<file path="config.mk">
export PLATFORM = sky130hd
export DESIGN_NAME = dtf_decoder
export DESIGN_NICKNAME = d
export VERILOG_FILES = /design/src/rtl/dtf_pkg.sv /design/src/rtl/dtf_crc4.sv /design/src/rtl/dtf_sel_match.sv /design/src/rtl/dtf_parser.sv /design/src/rtl/dtf_decoder.sv
export SDC_FILE = /design/constraint.sdc
export NUM_CORES = 1
export LEC_CHECK = 0
export CAP_MARGIN = 20
export CELL_PAD_IN_SITES_DETAIL_PLACEMENT = 0
export CELL_PAD_IN_SITES_GLOBAL_PLACEMENT = 1
export CORE_ASPECT_RATIO = 0.6
export CORE_UTILIZATION = 40
export CTS_CLUSTER_SIZE = 8
export DETAILED_ROUTE_END_ITERATION = 16
export PLACE_DENSITY = 0.71
export SLEW_MARGIN = 20
export SYNTH_ARGS = -nofsm -noshare
export SYNTH_HDL_FRONTEND = slang
export SYNTH_SLANG_ARGS = --single-unit
</file>
<file path="constraint.sdc">
create_clock -name clk -period 12.7 [get_ports clk]
set_input_delay 3.81 -clock clk [delete_from_list [all_inputs] [get_ports clk]]
set_output_delay 3.81 -clock clk [all_outputs]
set_load 0.03 [all_outputs]
</file>
<file path="src/rtl/dtf_pkg.sv">
package dtf_pkg;
  localparam int CMD_W  = 3;
  localparam int LEN_W  = 8;
  localparam int TID_W  = 4;
  localparam int SID_W  = 8;
  localparam int BBI_W  = 3;
  localparam int SEL_W  = 5;
  localparam int BIN_W  = 16;
  localparam int CRC_W  = 4;
  localparam int CNT_W  = $clog2(BIN_W);

  typedef enum logic [CMD_W-1:0] {
    CMD_FIRST      = 3'b000,
    CMD_ADD        = 3'b001,
    CMD_LAST       = 3'b010,
    CMD_SPEED      = 3'b011,
    CMD_DISCARD    = 3'b100,
    CMD_SINGLE     = 3'b101,
    CMD_RECIRC_RST = 3'b110,
    CMD_SYNC_TEST  = 3'b111
  } dump_cmd_e;

  typedef enum logic [3:0] {
    S_IDLE, S_CMD, S_LEN, S_TID, S_SID, S_BB, S_SB, S_BIN, S_CRC, S_TRAIL
  } pstate_e;
endpackage

</file>
<file path="src/rtl/dtf_crc4.sv">
module dtf_crc4 #(
  parameter int          W    = 4,
  parameter logic [W-1:0] POLY = 4'b0011
) (
  input  logic         clk,
  input  logic         rst_n,
  input  logic         clr,
  input  logic         en,
  input  logic         d,
  output logic [W-1:0] rem
);
  logic [W-1:0] rem_d;
  logic         fb;

  always_comb begin
    fb    = rem[W-1] ^ d;
    rem_d = rem;
    if (clr)     rem_d = '0;
    else if (en) rem_d = {rem[W-2:0], 1'b0} ^ (fb ? POLY : '0);
  end

  always_ff @(posedge clk or negedge rst_n) begin
    if (!rst_n) rem <= '0;
    else        rem <= rem_d;
  end
endmodule

</file>
<file path="src/rtl/dtf_sel_match.sv">
module dtf_sel_match import dtf_pkg::*; (
  input  logic [SEL_W-1:0] bb,
  input  logic [SEL_W-1:0] sb,
  input  logic [BBI_W-1:0] cfg_bb,
  input  logic [SEL_W-1:0] cfg_sb,
  output logic             hit
);
  localparam logic [SEL_W-1:0] ALL = '1;
  logic bb_hit, sb_hit;

  always_comb begin
    bb_hit = (bb == ALL) || (bb == {{(SEL_W-BBI_W){1'b0}}, cfg_bb});
    sb_hit = (sb == ALL) || (sb == cfg_sb);
    hit    = bb_hit && sb_hit;
  end
endmodule

</file>
<file path="src/rtl/dtf_parser.sv">
module dtf_parser import dtf_pkg::*; (
  input  logic             clk,
  input  logic             rst_n,
  input  logic             bit_vld,
  input  logic             bit_in,
  input  logic [SID_W-1:0] cfg_sid,
  input  logic [BBI_W-1:0] cfg_bb,
  input  logic [SEL_W-1:0] cfg_sb,
  output logic             frame_acc,
  output logic             frame_err,
  output logic             trig_now,
  output logic [CMD_W-1:0] fr_cmd,
  output logic [TID_W-1:0] fr_tid,
  output logic [BIN_W-1:0] fr_bin
);
  pstate_e          state_q, state_d;
  logic [CNT_W-1:0] cnt_q, cnt_d;
  logic [BIN_W-1:0] sh_q, sh_d, sh_nx;
  logic             prev_q, prev_d, pok_q, pok_d;
  logic [CMD_W-1:0] cmd_q, cmd_d;
  logic [LEN_W-1:0] len_q, len_d, left_q, left_d;
  logic [TID_W-1:0] tid_q, tid_d;
  logic [SEL_W-1:0] bb_q, bb_d;
  logic [BIN_W-1:0] bin_q, bin_d;
  logic             sid_hit_q, sid_hit_d, any_q, any_d;
  logic             crc_clr, crc_en, pair_hit, last;
  logic [CRC_W-1:0] crc_rem;

  dtf_crc4 #(.W(CRC_W)) u_crc (
    .clk(clk), .rst_n(rst_n), .clr(crc_clr), .en(crc_en), .d(bit_in), .rem(crc_rem)
  );

  dtf_sel_match u_match (
    .bb(bb_q), .sb(sh_nx[SEL_W-1:0]), .cfg_bb(cfg_bb), .cfg_sb(cfg_sb), .hit(pair_hit)
  );

  assign sh_nx = {sh_q[BIN_W-2:0], bit_in};
  assign last  = (cnt_q == '0);

  always_comb begin
    state_d = state_q; cnt_d = cnt_q; sh_d = sh_q;
    prev_d = prev_q; pok_d = pok_q; cmd_d = cmd_q; len_d = len_q;
    left_d = left_q; tid_d = tid_q; bb_d = bb_q; bin_d = bin_q;
    sid_hit_d = sid_hit_q; any_d = any_q;
    frame_acc = 1'b0; frame_err = 1'b0; trig_now = 1'b0;
    crc_clr = 1'b0; crc_en = 1'b0;
    if (bit_vld) begin
      sh_d  = sh_nx;
      cnt_d = cnt_q - 1'b1;
      case (state_q)
        S_IDLE: begin
          if (pok_q && !prev_q && !bit_in) begin
            state_d = S_CMD; cnt_d = CNT_W'(CMD_W-1); crc_clr = 1'b1; pok_d = 1'b0;
          end else if (pok_q && prev_q && bit_in) begin
            trig_now = 1'b1; pok_d = 1'b0;
          end else begin
            prev_d = bit_in; pok_d = 1'b1;
          end
        end
        S_CMD: begin
          crc_en = 1'b1;
          if (last) begin cmd_d = sh_nx[CMD_W-1:0]; state_d = S_LEN; cnt_d = CNT_W'(LEN_W-1); end
        end
        S_LEN: begin
          crc_en = 1'b1;
          if (last) begin len_d = sh_nx[LEN_W-1:0]; state_d = S_TID; cnt_d = CNT_W'(TID_W-1); end
        end
        S_TID: begin
          crc_en = 1'b1;
          if (last) begin tid_d = sh_nx[TID_W-1:0]; state_d = S_SID; cnt_d = CNT_W'(SID_W-1); end
        end
        S_SID: begin
          crc_en = 1'b1;
          if (last) begin
            sid_hit_d = (sh_nx[SID_W-1:0] == cfg_sid);
            any_d     = 1'b0;
            left_d    = len_q;
            if (len_q == '0) begin state_d = S_BIN; cnt_d = CNT_W'(BIN_W-1); end
            else             begin state_d = S_BB;  cnt_d = CNT_W'(SEL_W-1); end
          end
        end
        S_BB: begin
          crc_en = 1'b1;
          if (last) begin bb_d = sh_nx[SEL_W-1:0]; state_d = S_SB; cnt_d = CNT_W'(SEL_W-1); end
        end
        S_SB: begin
          crc_en = 1'b1;
          if (last) begin
            if (pair_hit) any_d = 1'b1;
            left_d = left_q - 1'b1;
            if (left_q == LEN_W'(1)) begin state_d = S_BIN; cnt_d = CNT_W'(BIN_W-1); end
            else                     begin state_d = S_BB;  cnt_d = CNT_W'(SEL_W-1); end
          end
        end
        S_BIN: begin
          crc_en = 1'b1;
          if (last) begin bin_d = sh_nx; state_d = S_CRC; cnt_d = CNT_W'(CRC_W-1); end
        end
        S_CRC: begin
          crc_en = 1'b1;
          if (last) state_d = S_TRAIL;
        end
        S_TRAIL: begin
          if ((crc_rem == '0) && !bit_in)
            frame_acc = (cmd_q == CMD_RECIRC_RST) || (sid_hit_q && any_q);
          else
            frame_err = 1'b1;
          state_d = S_IDLE; prev_d = bit_in; pok_d = 1'b1;
        end
        default: state_d = S_IDLE;
      endcase
    end
  end

  always_ff @(posedge clk or negedge rst_n) begin
    if (!rst_n) begin
      state_q <= S_IDLE; cnt_q <= '0; sh_q <= '0; prev_q <= 1'b0; pok_q <= 1'b0;
      cmd_q <= '0; len_q <= '0; left_q <= '0; tid_q <= '0; bb_q <= '0; bin_q <= '0;
      sid_hit_q <= 1'b0; any_q <= 1'b0;
    end else begin
      state_q <= state_d; cnt_q <= cnt_d; sh_q <= sh_d; prev_q <= prev_d; pok_q <= pok_d;
      cmd_q <= cmd_d; len_q <= len_d; left_q <= left_d; tid_q <= tid_d; bb_q <= bb_d;
      bin_q <= bin_d; sid_hit_q <= sid_hit_d; any_q <= any_d;
    end
  end

  assign fr_cmd = cmd_q;
  assign fr_tid = tid_q;
  assign fr_bin = bin_q;
endmodule

</file>
<file path="src/rtl/dtf_decoder.sv">
module dtf_decoder import dtf_pkg::*; #(
  parameter int ERR_W = 8
) (
  input  logic             clk,
  input  logic             rst_n,
  input  logic             bit_vld,
  input  logic             bit_in,
  input  logic             t_strobe,
  input  logic [SID_W-1:0] cfg_sid,
  input  logic [BBI_W-1:0] cfg_bb,
  input  logic [SEL_W-1:0] cfg_sb,
  output logic             dump_pulse,
  output logic [CMD_W-1:0] dump_cmd,
  output logic [TID_W-1:0] dump_tid,
  output logic             dump_bank,
  output logic [BIN_W-1:0] dump_bin,
  output logic             sync_fail,
  output logic [ERR_W-1:0] err_cnt
);
  logic             rst_meta, rst_sync_n;
  logic             frame_acc, frame_err, trig_now;
  logic [CMD_W-1:0] fr_cmd, pcmd_q, pcmd_d, ocmd_d;
  logic [TID_W-1:0] fr_tid, ptid_q, ptid_d, otid_d;
  logic [BIN_W-1:0] fr_bin, pbin_q, pbin_d, obin_d;
  logic             pend_q, pend_d, pulse_d, sfail_d;
  logic [ERR_W-1:0] err_d;

  always_ff @(posedge clk or negedge rst_n) begin
    if (!rst_n) begin rst_meta <= 1'b0; rst_sync_n <= 1'b0; end
    else        begin rst_meta <= 1'b1; rst_sync_n <= rst_meta; end
  end

  dtf_parser u_parser (
    .clk(clk), .rst_n(rst_sync_n), .bit_vld(bit_vld), .bit_in(bit_in),
    .cfg_sid(cfg_sid), .cfg_bb(cfg_bb), .cfg_sb(cfg_sb),
    .frame_acc(frame_acc), .frame_err(frame_err), .trig_now(trig_now),
    .fr_cmd(fr_cmd), .fr_tid(fr_tid), .fr_bin(fr_bin)
  );

  always_comb begin
    pend_d = pend_q; pcmd_d = pcmd_q; ptid_d = ptid_q; pbin_d = pbin_q;
    ocmd_d = dump_cmd; otid_d = dump_tid; obin_d = dump_bin;
    pulse_d = 1'b0; sfail_d = 1'b0; err_d = err_cnt;
    if (frame_acc) begin
      pend_d = 1'b1; pcmd_d = fr_cmd; ptid_d = fr_tid; pbin_d = fr_bin;
    end
    if (trig_now) begin
      pend_d = 1'b0;
      if (pend_q) begin
        pulse_d = 1'b1; ocmd_d = pcmd_q; otid_d = ptid_q; obin_d = pbin_q;
        sfail_d = (pcmd_q == CMD_SYNC_TEST) && !t_strobe;
      end
    end
    if (frame_err && !(&err_cnt)) err_d = err_cnt + 1'b1;
  end

  always_ff @(posedge clk or negedge rst_sync_n) begin
    if (!rst_sync_n) begin
      pend_q <= 1'b0; pcmd_q <= '0; ptid_q <= '0; pbin_q <= '0;
      dump_pulse <= 1'b0; dump_cmd <= '0; dump_tid <= '0; dump_bin <= '0;
      sync_fail <= 1'b0; err_cnt <= '0;
    end else begin
      pend_q <= pend_d; pcmd_q <= pcmd_d; ptid_q <= ptid_d; pbin_q <= pbin_d;
      dump_pulse <= pulse_d; dump_cmd <= ocmd_d; dump_tid <= otid_d; dump_bin <= obin_d;
      sync_fail <= sfail_d; err_cnt <= err_d;
    end
  end

  assign dump_bank = dump_bin[BIN_W-1];
endmodule

</file>
==> impl_metrics.env <==
export IMPL_p_switching_uw=391
export IMPL_hold_buffers=0
export IMPL_io_buffers=54
export IMPL_grt_pass1_wl_um=21700
export IMPL_avgSynthCellArea_um2=12.8
export IMPL_hold_class="register to async pin"
export IMPL_rrSetupSlack_ns=10.07
export IMPL_fin_area_um2=7360
export IMPL_detail_route_antenna_nets=0
export IMPL_fp_dieW_um=161
export IMPL_synth_edff_count=0
export IMPL_grt_overflow=0
export IMPL_critPathSlowestCell="clkdlybuf4s50_1"
export IMPL_netlist_instances=475
export IMPL_yosys_area_top_type="dfrtp_1"
export IMPL_grt_max_degree=80
export IMPL_fin_cells=741
export IMPL_dr_first_iter_drc_count=261
export IMPL_finClkSkew_ns=0.0109
export IMPL_syn_nets=500
export IMPL_finalWirelength_um=13000
export IMPL_dp_cells=708
export IMPL_cts_tree="yes"
export IMPL_power_density_nw_per_um2=172
export IMPL_min_period_over_period_pct=47.0
export IMPL_rr_worst_depth=5
export IMPL_crit_cells=5
export IMPL_min_period_ns=5.97
export IMPL_ys_warnings_count=0
export IMPL_setup_viol=0
export IMPL_worstMarginPinSlew_ns=0.792
export IMPL_track_usage_pct=17.9
export IMPL_post_route_drc_count=0
export IMPL_first_pass_iters=4
export IMPL_ys_seq_area_share_pct=55.2
export IMPL_rsz0062_at_grt="false"
export IMPL_p_clk_share_pct=38.4
export IMPL_leakage_uw=0.00343
export IMPL_critPathMaxFanout=16
export IMPL_async_flop_share_pct=100
export IMPL_gp_congestion=0.849
export IMPL_whs_ns=0.299
export IMPL_r2r_end="pbin_q[6]$_DFFE_PN0P_"
export IMPL_cpPeakStageDelay_ns=0.82
export IMPL_switching_share_pct=30.9
export IMPL_numCtsBuffers=17
export IMPL_clk_path_buf_depth=2
export IMPL_cts_setup_buffers=0
export IMPL_cpLargestDelayFamily="simple AND/OR/NAND/NOR gates"
export IMPL_vias=3891
export IMPL_drive_gt1_share_pct=28.0
export IMPL_netlist_area_um2=6070
export IMPL_rr_startpoint="u_parser.state_q[0]$_DFFE_PN0P_"
export IMPL_p_seq_share_pct=45.2
export IMPL_cts_sinks=134
export IMPL_start_kind="input pin"
export IMPL_ys_types=57
export IMPL_cp_num_buf_inv=1
export IMPL_area_delta_synth_final_pct=21.3
export IMPL_end_kind="register"
export IMPL_ctsResizeCount=0
export IMPL_die_area_um2=15700
export IMPL_critPathKind="input pin to register"
export IMPL_dpl_instance_area_um2=6760
export IMPL_hold_viol=0
export IMPL_path_clk_slew_ns=0.06
export IMPL_power_frac_comb_pct=16.3
export IMPL_grt_pass1_vias=3918
export IMPL_status="complete, no violations"
export IMPL_diodes=0
export IMPL_synthDominantCellAreaShare_pct=55.2
export IMPL_dp_hpwl_um=8710
export IMPL_antenna_found_initial=0
export IMPL_maxCapViolCount=0
export IMPL_fmax_mhz=168
export IMPL_crit_chain="clkdlybuf4s50_1 > nor3b_1 > nor3_1 > nor2_1 > mux2_2"
export IMPL_irDropWorstVdd_mv=0.0937
export IMPL_slew_headroom_pct=47.0
export IMPL_htree_levels=4
export IMPL_core_area_um2=14600
export IMPL_rows=34
export IMPL_tns_ns=0
export IMPL_fin_nets=555
export IMPL_clock_latency_ns=0.41
export IMPL_ios=55
export IMPL_maxSlewViolCount=0
export IMPL_required_ns=12.99
export IMPL_power_internal_uw=873
export IMPL_ys_top_cells_by_area="dfrtp_1 (55%), mux2_2 (15%), mux2_4 (4.5%)"
export IMPL_die_y_um=97.4
export IMPL_root_buffer="clkbuf_16"
export IMPL_vias_per_cell=5.25
export IMPL_ys_ff_latch=134
export IMPL_arrival_ns=6.26
export IMPL_synthFlopType="dfrtp_1"
export IMPL_start_util_pct=41.5
export IMPL_wl_per_cell_um=17.5
## routing by layer
layer | global-route usage, % | wire length (um) | vias up
li1 | - | - | 1815
met1 | 27.3 | 6780 | 1973
met2 | 25.1 | 5440 | 89
met3 | 4.10 | 657 | 14
met4 | 5.37 | 116 | 0
met5 | 0 | 0 | -
## layout by cell type, fill, tap and decap left out, types with 11 or more instances in the layout
cell type,instances
clkbuf_16,17
clkdlybuf4s50_1,54
dfrtp_1,133
inv_1,13
mux2_2,81
mux2_4,18
nand2_1,25
nand3_1,13
nor2_1,15
nor3_1,11
o21ai_0,14
xnor2_1,23
## state kept, by name, indices dropped and copies added, names as in the netlist, 5 cells and up
register         count
pbin_q              16
err_cnt              8
u_parser.bb_q        5
u_parser.len_q       8
dump_bin            16
u_parser.left_q      8
u_parser.fr_bin     16
u_parser.sh_q       15
## cells in the mapped netlist (6+ instances only)
cell	number
dfrtp_1	134
mux2_2	81
nand2_1	25
xnor2_1	23
mux2_4	18
nor2_1	15
o21ai_0	14
inv_1	13
nand3_1	13
nor3_1	11
a21oi_1	10
nand4_1	9
and3_1	7
clkbuf_1	7
buf_1	6
## cell type report
cell class | instances | area (um2)
inverters | 13 | 48.8
clock inverters | 15 | 156
well taps | 198 | 248
fillers | 1292 | 7270
flip-flops and latches | 134 | 3360
multi-input cells | 303 | 2520
repair buffers | 61 | 606
clock buffers | 17 | 425
## power by group through the flow
| stage | clock network [uW] | logic, uW | registers, uW |
|---|---|---|---|
| final | 485 | 207 | 572 |
| after global routing | 518 | 232 | 582 |
| after CTS | 494 | 204 | 574 |
| after detailed placement | 0 | 202 | 581 |
| after global placement | 0 | 199 | 579 |
| after floorplan | 0 | 182 | 538 |
## worst max path at each step
stage          slack, ns                                 to  startpoint
2_1_floorplan       7.43  u_parser.u_crc.rem[1]$_DFFE_PN0P_      bit_in
3_3_place_gp        6.45  u_parser.u_crc.rem[1]$_DFFE_PN0P_      bit_in
3_5_place_dp        6.32  u_parser.u_crc.rem[1]$_DFFE_PN0P_      bit_in
4_1_cts             6.75  u_parser.u_crc.rem[1]$_DFFE_PN0P_      bit_in
5_1_grt             6.56  u_parser.u_crc.rem[1]$_DFFE_PN0P_      bit_in
6_report            6.73  u_parser.u_crc.rem[1]$_DFFE_PN0P_      bit_in
## stage by stage
step	total power, uW	worst slack [ns]	utilization, %
6_report	1260	6.73	50.3
5_1_grt	1330	6.56	50.3
4_1_cts	1270	6.75	50.2
3_5_place_dp	783	6.32	46.2
3_3_place_gp	778	6.45	46.2
2_1_floorplan	719	7.43	-
## logic make-up after synthesis
kind of cell,share of synthesized area [%]
simple gates,10.4
compound gates,5.67
xor+xnor,4.04
flops,55.2
other cells,0.0618
fa+ha+maj,0.825
mux,20.5
buf+inv,3.24
(Power assumes the default switching activity.)
